[config.mk]
export PLATFORM = sky130hd
export DESIGN_NAME = fwd_stall_unit
export DESIGN_NICKNAME = d
export VERILOG_FILES = /design/src/rtl/fwd_stall_unit.sv
export SDC_FILE = /design/constraint.sdc
export NUM_CORES = 1
export LEC_CHECK = 0
export ABC_AREA = 1
export ABC_CLOCK_PERIOD_IN_PS = 900
export BUFFER_PORTS_ARGS = -buffer_cell sky130_fd_sc_hd__buf_2
export CORE_MARGIN = 5
export CORE_UTILIZATION = 30
export DETAILED_ROUTE_END_ITERATION = 8
export GPL_TIMING_DRIVEN = 0
export SYNTH_ARGS = -nofsm -noshare
export SYNTH_HDL_FRONTEND = slang
export SYNTH_SLANG_ARGS = --single-unit
[constraint.sdc]
create_clock -name vclk -period 0.9
set_clock_uncertainty 0.2 [all_clocks]
set_input_delay 0.045 -clock vclk [all_inputs]
set_output_delay 0.045 -clock vclk [all_outputs]
set_load 0.02 [all_outputs]
[src/rtl/fwd_stall_unit.sv]
module fwd_stall_unit #(
  parameter int REG_W    = 5,
  parameter int FWD_MODE = 3
) (
  input  logic             clk,
  input  logic             rst_n,
  input  logic [REG_W-1:0] id_rs1,
  input  logic [REG_W-1:0] id_rs2,
  input  logic [REG_W-1:0] ex_rs1,
  input  logic [REG_W-1:0] ex_rs2,
  input  logic [REG_W-1:0] ex_rd,
  input  logic             ex_we,
  input  logic             ex_load,
  input  logic [REG_W-1:0] mem_rd,
  input  logic             mem_we,
  input  logic [REG_W-1:0] wb_rd,
  input  logic             wb_we,
  output logic [1:0]       fwd_a,
  output logic [1:0]       fwd_b,
  output logic             hold,
  output logic             bubble
);
  localparam bit HAS_XM = (FWD_MODE == 1) || (FWD_MODE == 3);
  localparam bit HAS_MW = (FWD_MODE == 2) || (FWD_MODE == 3);
  localparam logic [1:0] SEL_RF = 2'b00;
  localparam logic [1:0] SEL_XM = 2'b01;
  localparam logic [1:0] SEL_MW = 2'b10;

  wire ex_live  = ex_we  && (ex_rd  != '0);
  wire mem_live = mem_we && (mem_rd != '0);
  wire wb_live  = wb_we  && (wb_rd  != '0);

  wire id1_ex  = ex_live  && (ex_rd  == id_rs1);
  wire id2_ex  = ex_live  && (ex_rd  == id_rs2);
  wire id1_mem = mem_live && (mem_rd == id_rs1);
  wire id2_mem = mem_live && (mem_rd == id_rs2);

  wire ex1_mem = mem_live && (mem_rd == ex_rs1);
  wire ex2_mem = mem_live && (mem_rd == ex_rs2);
  wire ex1_wb  = wb_live  && (wb_rd  == ex_rs1);
  wire ex2_wb  = wb_live  && (wb_rd  == ex_rs2);

  logic wait1, wait2;

  generate
    if (FWD_MODE == 0) begin : g_none
      assign wait1 = id1_ex || id1_mem;
      assign wait2 = id2_ex || id2_mem;
    end else if (FWD_MODE == 1) begin : g_xm
      assign wait1 = (id1_ex && ex_load) || (id1_mem && !id1_ex);
      assign wait2 = (id2_ex && ex_load) || (id2_mem && !id2_ex);
    end else if (FWD_MODE == 2) begin : g_mw
      assign wait1 = id1_ex;
      assign wait2 = id2_ex;
    end else begin : g_full
      assign wait1 = id1_ex && ex_load;
      assign wait2 = id2_ex && ex_load;
    end
  endgenerate

  function automatic logic [1:0] pick(input logic hit_xm, input logic hit_mw);
    if (HAS_XM && hit_xm)      return SEL_XM;
    else if (HAS_MW && hit_mw) return SEL_MW;
    else                       return SEL_RF;
  endfunction

  assign fwd_a  = pick(ex1_mem, ex1_wb);
  assign fwd_b  = pick(ex2_mem, ex2_wb);
  assign hold   = wait1 || wait2;
  assign bubble = wait1 || wait2;

  p_r0_src_quiet_r7: assert property (@(posedge clk) disable iff (!rst_n)
    (ex_rs1 == '0 && ex_rs2 == '0) |-> (fwd_a == SEL_RF && fwd_b == SEL_RF));

  p_r0_id_quiet_r7: assert property (@(posedge clk) disable iff (!rst_n)
    (id_rs1 == '0 && id_rs2 == '0) |-> (!hold && !bubble));

  p_no_wb_stall_r1: assert property (@(posedge clk) disable iff (!rst_n)
    (!ex_we && !mem_we) |-> !hold);

  p_hold_is_bubble_r8: assert property (@(posedge clk) disable iff (!rst_n)
    hold == bubble);

  generate
    if (FWD_MODE == 3) begin : g_full_chk
      p_load_use_r3: assert property (@(posedge clk) disable iff (!rst_n)
        (ex_load && ex_we && ex_rd != '0 && (ex_rd == id_rs1 || ex_rd == id_rs2)) |-> hold);
      p_alu_nostall_r3: assert property (@(posedge clk) disable iff (!rst_n)
        !ex_load |-> !hold);
      p_young_first_r4: assert property (@(posedge clk) disable iff (!rst_n)
        (mem_we && mem_rd != '0 && mem_rd == ex_rs1) |-> fwd_a == SEL_XM);
    end
    if (FWD_MODE == 1) begin : g_xm_chk
      p_no_mw_sel_r5: assert property (@(posedge clk) disable iff (!rst_n)
        (fwd_a != SEL_MW) && (fwd_b != SEL_MW));
    end
    if (FWD_MODE == 2) begin : g_mw_chk
      p_no_xm_sel_r6: assert property (@(posedge clk) disable iff (!rst_n)
        (fwd_a != SEL_XM) && (fwd_b != SEL_XM));
    end
    if (FWD_MODE == 0) begin : g_none_chk
      p_rf_only_r2: assert property (@(posedge clk) disable iff (!rst_n)
        (fwd_a == SEL_RF) && (fwd_b == SEL_RF));
    end
  endgenerate
endmodule

==> impl_metrics.env <==
export IMPL_status="complete, but fails checks"
export IMPL_violations="negative setup slack"
export IMPL_fin_ws_ns=-0.244
export IMPL_crit_path_cell_trace="buf_8 > nand2_1 > nand2_2 > nor2_2 > nand3_2 > a21oi_4 > buf_6 > buf_6"
export IMPL_synth_top_area_cell="nand2_1"
export IMPL_start_kind="input port"
export IMPL_grt_setup_unrepaired="yes"
export IMPL_via_per_inst=4.38
export IMPL_die_x_um=53.5
export IMPL_ys_warn_count=0
export IMPL_tightest_slew_ns=0.214
export IMPL_drv_cap=0
export IMPL_synth_most_common_cell="nand2_1"
export IMPL_avgSynthCellArea_um2=4.65
export IMPL_crit_path_max_incr_delay_ns=0.17
export IMPL_critPathKind="input port to output port"
export IMPL_synthesis_area_um2=567
export IMPL_crit_required_ns=0.65
export IMPL_ir_drop_uv=241
export IMPL_wire_per_inst_um=11.2
export IMPL_fin_nets=211
export IMPL_crit_top_cell="buf_6"
export IMPL_seq_area_frac_synth=0
export IMPL_num_vias=845
export IMPL_num_rows=15
export IMPL_totalWireLength_um=2160
export IMPL_cp_slowest_cell="a21oi_4"
export IMPL_slew_viol_final=0
export IMPL_antenna_found_initial=0
export IMPL_ant_nets=0
export IMPL_synth_common_cells="nand2_1 (49), nor2_1 (19), inv_1 (15)"
export IMPL_dp_hpwl_um=1600
export IMPL_n_fill_cell=168
export IMPL_gr_total_overflow=0
export IMPL_diodes=0
export IMPL_fmax_ghz=0.874
export IMPL_synth_area_leaders="nand2_1 (32%), xnor2_1 (19%), nor2_1 (13%), inv_1 (9.9%), nand3_1 (5.3%)"
export IMPL_grt_max_degree=5
export IMPL_ys_types=14
export IMPL_area_delta_synth_final_pct=118
export IMPL_pre_cts_ws_ns=-0.330
export IMPL_syn_num_nets=163
export IMPL_core_area_um2=1760
export IMPL_crit_end="hold"
export IMPL_drive_gt1_frac=0.619
export IMPL_pin_count=47
export IMPL_setup_viol=6
export IMPL_grt_pass1_vias=789
export IMPL_postSynthCellCount=122
export IMPL_slew_headroom=0.856
export IMPL_hold_class="input port to output port"
export IMPL_fp_dieH_um=53.5
export IMPL_critPathMaxFanout=4
export IMPL_holdBufCountCts=0
export IMPL_end_kind="output port"
export IMPL_grt_pass1_wl_um=3080
export IMPL_report_final_hold_viol_count=0
export IMPL_powerDensity_nw_per_um2=441
export IMPL_grt_util_all_layers=0.141
export IMPL_synth_top_cell_area_share=0.325
export IMPL_drt_iter0_markers=3
export IMPL_power_leakage_nw=0.643
export IMPL_port_buffers=45
export IMPL_register_area_um2=0
export IMPL_globalplace_congestion=0.733
export IMPL_fin_crit_ns=1.14
export IMPL_flops_and_latches=0
export IMPL_crit_path_start="ex_rd[4]"
export IMPL_dieArea_um2=2860
export IMPL_n_clock_buffer=0
export IMPL_finalPower_mw=0.544
export IMPL_first_pass_iters=2
export IMPL_drc=0
export IMPL_arrival_ns=0.90
export IMPL_initial_core_util=0.321
export IMPL_finalCritPeriodShare=1.27
how the worst min path moves through the flow:
stage | startpoint | end | slack (ns) | cells after the start
3_3_place_gp | ex_load | bubble | 0.29 | 4
3_5_place_dp | ex_load | bubble | 0.30 | 4
6_report | ex_load | bubble | 0.30 | 4
4_1_cts | ex_load | bubble | 0.30 | 4
5_1_grt | ex_load | bubble | 0.32 | 4
2_1_floorplan | ex_load | bubble | 0.05 | 2
layer usage:
metal  vias up  wire [µm]  global-route usage
li1        447          -                   -
met1       368        773               0.153
met2        28       1250               0.294
met3         2        114              0.0113
met4         0         19              0.0128
met5         -          0                   0
placed cells by master (no fill, tap or decap), types with 2 or more instances in the layout:
cell and n:
buf_2 15, buf_4 2, buf_6 23, buf_8 9
inv_1 9, inv_2 9, inv_4 4, nand2_1 29
nand2_2 20, nand3_1 3, nand3_2 3, nor2_1 8
nor2_2 8, nor2_4 5, xnor2_1 8, xnor2_2 4
xor2_1 3
per-stage QoR:
step / setup TNS [ns] / hold WS [ns] / utilization / instances / area [µm²]
finish: -1.12 / 0.298 / 0.699 / 193 / 1230
global route: -1.45 / 0.316 / 0.699 / 193 / 1230
CTS: -1.18 / 0.300 / 0.580 / 193 / 1020
detailed placement: -1.54 / 0.296 / 0.478 / 192 / 843
global placement: -1.43 / 0.294 / 0.478 / 192 / 843
floorplan: -0.112 / 0.0539 / - / 122 / 587
repair_timing:
action | 4_1_cts | 5_1_grt
cloned | 0 | 0
resized for setup | 46 | 64
setup buffers | 1 | 0
endpoints found under the setup margin | 6 | 6
pin swaps | 28 | 39
final cells by class:
class / instances / area, µm² / area share
well taps: 25 / 31.3 / 0.0254
multi-input cells: 96 / 617 / 0.500
inverters: 23 / 101 / 0.0822
plain buffers: 3 / 30.0 / 0.0243
repair buffers: 46 / 454 / 0.368
logic make-up after synthesis:
kind of cell | count (synthesis) | synth area share
xor+xnor | 15 | 0.232
simple gates | 79 | 0.559
compound gates | 2 | 0.0176
buf+inv | 26 | 0.192
critical path, delay by kind of cell:
kind	cells	cell delay, ns
AND/OR/NAND/NOR	4	0.37
buffers and inverters	3	0.32
AO/OA/AOI/OAI	1	0.17
report_power, final:
| part | internal, mW | total [mW] | switching [mW] | leakage (nW) |
|---|---|---|---|---|
| clock network | 0 | 0 | 0 | 0 |
| registers | 0 | 0 | 0 | 0 |
| logic | 0.295 | 0.544 | 0.250 | 0.643 |
No activity file was read; power rests on OpenSTA's default activity.
